File: src/rtl/rir_pkg.sv
package rir_pkg;
  localparam int CNT_W = 64;
  localparam int ADDR_W = 12;
  localparam logic [ADDR_W-1:0] ADDR_CNT_LO = 12'hB02;
  localparam logic [ADDR_W-1:0] ADDR_CNT_HI = 12'hB82;

  typedef struct packed {
    logic lo;
    logic hi;
  } half_wr_t;
endpackage

File: src/rtl/rir_incr_gate.sv
module rir_incr_gate (
  input  logic clk,
  input  logic rst_n,
  input  logic insn_start,
  input  logic inhibit_ir,
  input  logic cnt_write,
  input  logic retire,
  output logic bump
);
  logic en_q;
  logic en_eff;

  // The inhibit value is taken at instruction start; otherwise the latched flag holds.
  assign en_eff = insn_start ? ~inhibit_ir : en_q;
  assign bump   = retire & en_eff & ~cnt_write;

  always_ff @(posedge clk or negedge rst_n) begin
    if (!rst_n) en_q <= 1'b1;
    else        en_q <= en_eff & ~cnt_write;
  end

  AST_WRITE_CLEARS_FLAG: assert property (@(posedge clk) disable iff (!rst_n)
    cnt_write |=> !(retire && !insn_start && !cnt_write && bump));
endmodule

File: src/rtl/rir_count_reg.sv
module rir_count_reg
  import rir_pkg::*;
#(
  parameter int XLEN = 32
) (
  input  logic             clk,
  input  logic             rst_n,
  input  logic             bump,
  input  half_wr_t         wr,
  input  logic [XLEN-1:0]  wdata,
  output logic [CNT_W-1:0] cnt
);
  localparam int HALF_W = CNT_W / 2;
  logic [CNT_W-1:0] cnt_nxt;

  generate
    if (XLEN == 32) begin : g_split
      always_comb begin
        cnt_nxt = cnt;
        if (bump) cnt_nxt = cnt + 64'd1;
        if (wr.lo) cnt_nxt[HALF_W-1:0] = wdata[HALF_W-1:0];
        if (wr.hi) cnt_nxt[CNT_W-1:HALF_W] = wdata[HALF_W-1:0];
      end

      AST_WRITE_HI: assert property (@(posedge clk) disable iff (!rst_n)
        wr.hi |=> cnt[CNT_W-1:HALF_W] == $past(wdata[HALF_W-1:0]));
      AST_HI_KEEP: assert property (@(posedge clk) disable iff (!rst_n)
        wr.lo && !wr.hi |=> cnt[CNT_W-1:HALF_W] == $past(cnt[CNT_W-1:HALF_W]));
      AST_LO_KEEP: assert property (@(posedge clk) disable iff (!rst_n)
        wr.hi && !wr.lo |=> cnt[HALF_W-1:0] == $past(cnt[HALF_W-1:0]));
    end else begin : g_full
      always_comb begin
        cnt_nxt = cnt;
        if (bump)  cnt_nxt = cnt + 64'd1;
        if (wr.lo) cnt_nxt[XLEN-1:0] = wdata;
      end
    end
  endgenerate

  always_ff @(posedge clk or negedge rst_n) begin
    if (!rst_n) cnt <= '0;
    else        cnt <= cnt_nxt;
  end

  AST_WRITE_LO: assert property (@(posedge clk) disable iff (!rst_n)
    wr.lo |=> cnt[XLEN-1:0] == $past(wdata));
  AST_INC_ONE: assert property (@(posedge clk) disable iff (!rst_n)
    bump && !wr.lo && !wr.hi |=> cnt == $past(cnt) + 64'd1);
  AST_IDLE_STABLE: assert property (@(posedge clk) disable iff (!rst_n)
    !bump && !wr.lo && !wr.hi |=> $stable(cnt));
endmodule

File: src/rtl/rir_counter_csr.sv
module rir_counter_csr
  import rir_pkg::*;
#(
  parameter int XLEN = 32
) (
  input  logic              clk,
  input  logic              rst_n,
  input  logic              insn_start,
  input  logic              inhibit_ir,
  input  logic              retire,
  input  logic              csr_we,
  input  logic [ADDR_W-1:0] csr_waddr,
  input  logic [XLEN-1:0]   csr_wdata,
  input  logic [ADDR_W-1:0] csr_raddr,
  output logic [XLEN-1:0]   csr_rdata
);
  localparam bit HAS_HI = (XLEN == 32);

  half_wr_t         wr;
  logic             cnt_write;
  logic             bump;
  logic [CNT_W-1:0] cnt;

  assign wr.lo     = csr_we && (csr_waddr == ADDR_CNT_LO);
  assign wr.hi     = HAS_HI && csr_we && (csr_waddr == ADDR_CNT_HI);
  assign cnt_write = wr.lo | wr.hi;

  rir_incr_gate u_gate (
    .clk        (clk),
    .rst_n      (rst_n),
    .insn_start (insn_start),
    .inhibit_ir (inhibit_ir),
    .cnt_write  (cnt_write),
    .retire     (retire),
    .bump       (bump)
  );

  rir_count_reg #(.XLEN(XLEN)) u_cnt (
    .clk   (clk),
    .rst_n (rst_n),
    .bump  (bump),
    .wr    (wr),
    .wdata (csr_wdata),
    .cnt   (cnt)
  );

  generate
    if (HAS_HI) begin : g_rd32
      always_comb begin
        if (csr_raddr == ADDR_CNT_LO)      csr_rdata = cnt[XLEN-1:0];
        else if (csr_raddr == ADDR_CNT_HI) csr_rdata = cnt[CNT_W-1:XLEN];
        else                               csr_rdata = '0;
      end
    end else begin : g_rd64
      always_comb begin
        if (csr_raddr == ADDR_CNT_LO) csr_rdata = cnt[XLEN-1:0];
        else                          csr_rdata = '0;
      end
    end
  endgenerate

  AST_XLEN_LEGAL: assert property (@(posedge clk) disable iff (!rst_n)
    (XLEN == 32) || (XLEN == 64));
  AST_HI_UNMAPPED: assert property (@(posedge clk) disable iff (!rst_n)
    !HAS_HI && csr_raddr == ADDR_CNT_HI |-> csr_rdata == '0);
endmodule

File: config.mk
export PLATFORM = sky130hd
export DESIGN_NAME = rir_counter_csr
export DESIGN_NICKNAME = d
export VERILOG_FILES = /design/src/rtl/rir_pkg.sv /design/src/rtl/rir_incr_gate.sv /design/src/rtl/rir_count_reg.sv /design/src/rtl/rir_counter_csr.sv
export SDC_FILE = /design/constraint.sdc
export NUM_CORES = 1
export LEC_CHECK = 0
export BUFFER_PORTS_ARGS = -buffer_cell sky130_fd_sc_hd__buf_2
export CAP_MARGIN = 10
export CELL_PAD_IN_SITES_DETAIL_PLACEMENT = 2
export CELL_PAD_IN_SITES_GLOBAL_PLACEMENT = 2
export CORE_ASPECT_RATIO = 1.25
export CORE_MARGIN = 4
export CORE_UTILIZATION = 30
export CTS_BUF_LIST = sky130_fd_sc_hd__clkbuf_4 sky130_fd_sc_hd__clkbuf_8
export DETAILED_ROUTE_END_ITERATION = 12
export PLACE_DENSITY_LB_ADDON = 0.1
export SLEW_MARGIN = 20
export SYNTH_ARGS = -nofsm -noshare
export SYNTH_HDL_FRONTEND = slang
export SYNTH_SLANG_ARGS = --single-unit
File: constraint.sdc
create_clock -name clk -period 2.3 [get_ports clk]
set_clock_uncertainty 0.1 [all_clocks]
set_input_delay 0.46 -clock clk [delete_from_list [all_inputs] [get_ports clk]]
set_output_delay 0.46 -clock clk [all_outputs]
set_load 0.05 [all_outputs]
==> metrics.cfg <==
[clock_network]
htree_levels=3
clk_latency_ns=0.39
clk_pin_slew_ns=0.08
cts_buffers=9
cts_tree=built
cts_buffer_depth=2
cts_sinks=65
clockRootBuffer=clkbuf_8

[sta]
min_period_over_period_pct=106
layout_min_cycle_time_ns=2.44
setup_violations=58
drv_slew=0
hold_violations=0
rsz0062_at_grt=yes
fin_worst_hold_slack_ns=0.215
setup_ws_ns=-0.139
setup_tns_ns=-4.13
tightestPinTransition_ns=0.538
max_freq_mhz=410
slew_headroom_pct=64.0

[global_route]
grt_pass1_vias=6840
gr-total-overflow=0
grt_antenna_before_repair=0
grt_usage_pct=28.3
grt_pass1_wl_mm=39.2
grt_max_degree=43

[die]
die_area_mm2=0.0180
die_h_um=149
rows=51
die_w_um=121
initial_core_util_pct=30.6
io_pins=94
core_area_mm2=0.0156

[setup_path]
rrSetupSlack_ns=-0.14
slowest_delay_ns=0.63
critical_path_arrival_ns=2.66
worstSetupPathType=register to register
cp.required_ns=2.52
crit_path_end_kind=register
cp_max_fo=5
crit_family=simple AND/OR/NAND/NOR gates
path_buf_inv=2
startpoint_type=register
cp_cell_sequence=buf_6, nand3_4, or4_4, nor3_4, nand4_1, buf_6, or4_4, nand3_2
cpMaxStageDelayCell=or4_4

[place]
finalWeightedCongestion=0.882
port_buffers=93
pre_cts_slack_ns=-0.293
hpwlAfterDp_mm=18.8

[yosys]
synthAdderAreaFrac_pct=0.262
synth_compound_area_share_pct=18.3
synthSimpleGateAreaFrac_pct=35.6
yosysTopAreaCell=dfrtp_1
yosys-top-cells-area=dfrtp_1 33%, mux2i_1 7.3%, nand2_1 7.1%
ys_types=53
synth_xor_xnor_area_share_pct=0.732
ys_seq_area_share_pct=34.0
synth_nets=680
syn-cell-area_mm2=0.00478
synth_seq_cells=65
synth_top_family_by_area=simple AND/OR/NAND/NOR gates
synthCells=617
syn_avg_cell_area_um2=7.75
muxShareOfSynthArea_pct=7.32
yosys.area.top_type_share_pct=33.5
ys_warn_count=0

[power_and_ir_drop]
p_sw_share_pct=34.7
power.share.clock_pct=30.7
p_switching_uw=1080
share_seq_of_total_power_pct=41.9
p_per_area_mw_per_mm2=410
ir_worst_vdd_mv=0.273
power.share.combinational_pct=27.4
p_int_uw=2020
power_uw=3090
leakage_uw=0.00330

[outcome]
violations=negative setup slack
outcome=complete, but fails checks

[layout]
antennaDiodeCount=0
nFillCells=1706
drive_gt1_share_pct=40.7
layout_commonest_cell=buf_4
most-common-layout-cells=109 x buf_4, 85 x nand2_1, 63 x dfrtp_1, 60 x buf_2, 41 x nor2_1
syn2layout_area_growth_pct=57.6
nNetsFinal=884

[detailed_routing]
drc=0
drt-vias-per-instance=5.95
wl_per_cell_um=26.6
drt_iter0_markers=328
wl_mm=27.5
ant_nets=0
vias=6154
firstDrtPassIters=4

[job]
max_cap_viol_count=0

[hold_path]
hp-class=input pin to register

==> synth_stat cells, drive strengths merged <==
cell,instances
or2,2
nand4,31
a211o,1
or3b,1
a22oi,5
nor4,8
a31oi,13
xor2,3
mux2i,35
or3,6
dfrtp,64
o31ai,1
ha,1
nor3,14
clkbuf,25
o311ai,13
or4,7
o211ai,20
nor2,79
buf,11
and3,13
nand3,37
a221o,4
and3b,1
nand3b,4
a21oi,25
nand4b,3
or4b,4
o31a,2
and4,9
o21ai,46
nor4bb,1
o22ai,1
inv,9
xnor2,1
nand2,90
nor2b,1
and2,14
nor4b,2
a32oi,5
dfstp,1
nand2b,2
a21o,2
==> metrics by stage <==
stage / std cells / instance area, um2 / utilization, %
after global placement: 998 / 6610 / 42.3
final: 1035 / 7540 / 48.2
after floorplan: 617 / 5140 / -
after global routing: 1035 / 7540 / 48.2
after CTS: 1021 / 7190 / 46.0
after detailed placement: 998 / 6610 / 42.3
==> power groups by stage <==
stage / logic (uW) / registers (uW) / clock network (uW)
detailed placement: 671 / 1300 / 0
finish: 849 / 1300 / 950
floorplan: 282 / 1310 / 0
global placement: 640 / 1300 / 0
CTS: 717 / 1290 / 950
global route: 889 / 1310 / 1000
==> routing by layer <==
layer	up-vias	GRT usage (%)	share of wire [%]
met5	-	0	0
met4	0	13.3	4.7
met3	73	4.14	5.1
met2	210	50.2	51
met1	3169	33.4	39
li1	2702	-	-
==> state kept, by name (all words and copies together), names as in the netlist <==
register	flops
u_cnt.cnt	64
u_gate.en_q	1
==> cell type report <==
class | instances | area, um2 | area share, %
repair buffers | 229 | 1980 | 26.3
flip-flops and latches | 65 | 1630 | 21.6
well taps | 212 | 265 | 3.52
multi-input cells | 507 | 3470 | 46.1
clock buffers | 12 | 153 | 2.02
clock inverters | 1 | 5.00 | 0.0664
inverters | 9 | 33.8 | 0.448
==> worst register-to-register path: cells and delay by family, from the launching register on <==
kind,cells,cell delay (ns)
and+or+nand+nor,6,1.55
DFF,1,0.43
buffers and inverters,2,0.29
==> cell families after synthesis <==
| kind of cell | after synthesis |
|---|---|
| flops | 65 |
| compound gates | 138 |
| simple gates | 329 |
| mux | 35 |
| xor+xnor | 4 |
| fa+ha+maj | 1 |
| buf+inv | 45 |
==> worst paths after layout <==
check	from	endpoint	cells after the start
min reg2reg	u_gate.en_q	u_gate.en_q	2
max	u_cnt.cnt[0]	u_cnt.cnt[55]	8
min in group asynchronous	rst_n	u_cnt.cnt[33]	3
min	csr_wdata[26]	u_cnt.cnt[26]	3
max in group asynchronous	rst_n	u_gate.en_q	3
max reg2reg	u_cnt.cnt[0]	u_cnt.cnt[55]	8
==> repair_timing <==
action | CTS | global route
endpoints found under the setup margin | 71 | 74
hold buffers | 1 | 0
cloned | 0 | 2
buffers inserted | 9 | 14
gates resized for setup | 100 | 76
hold endpoints to repair | 24 | 0
pin swaps | 10 | 28
Power figures use the tool's default switching activity.
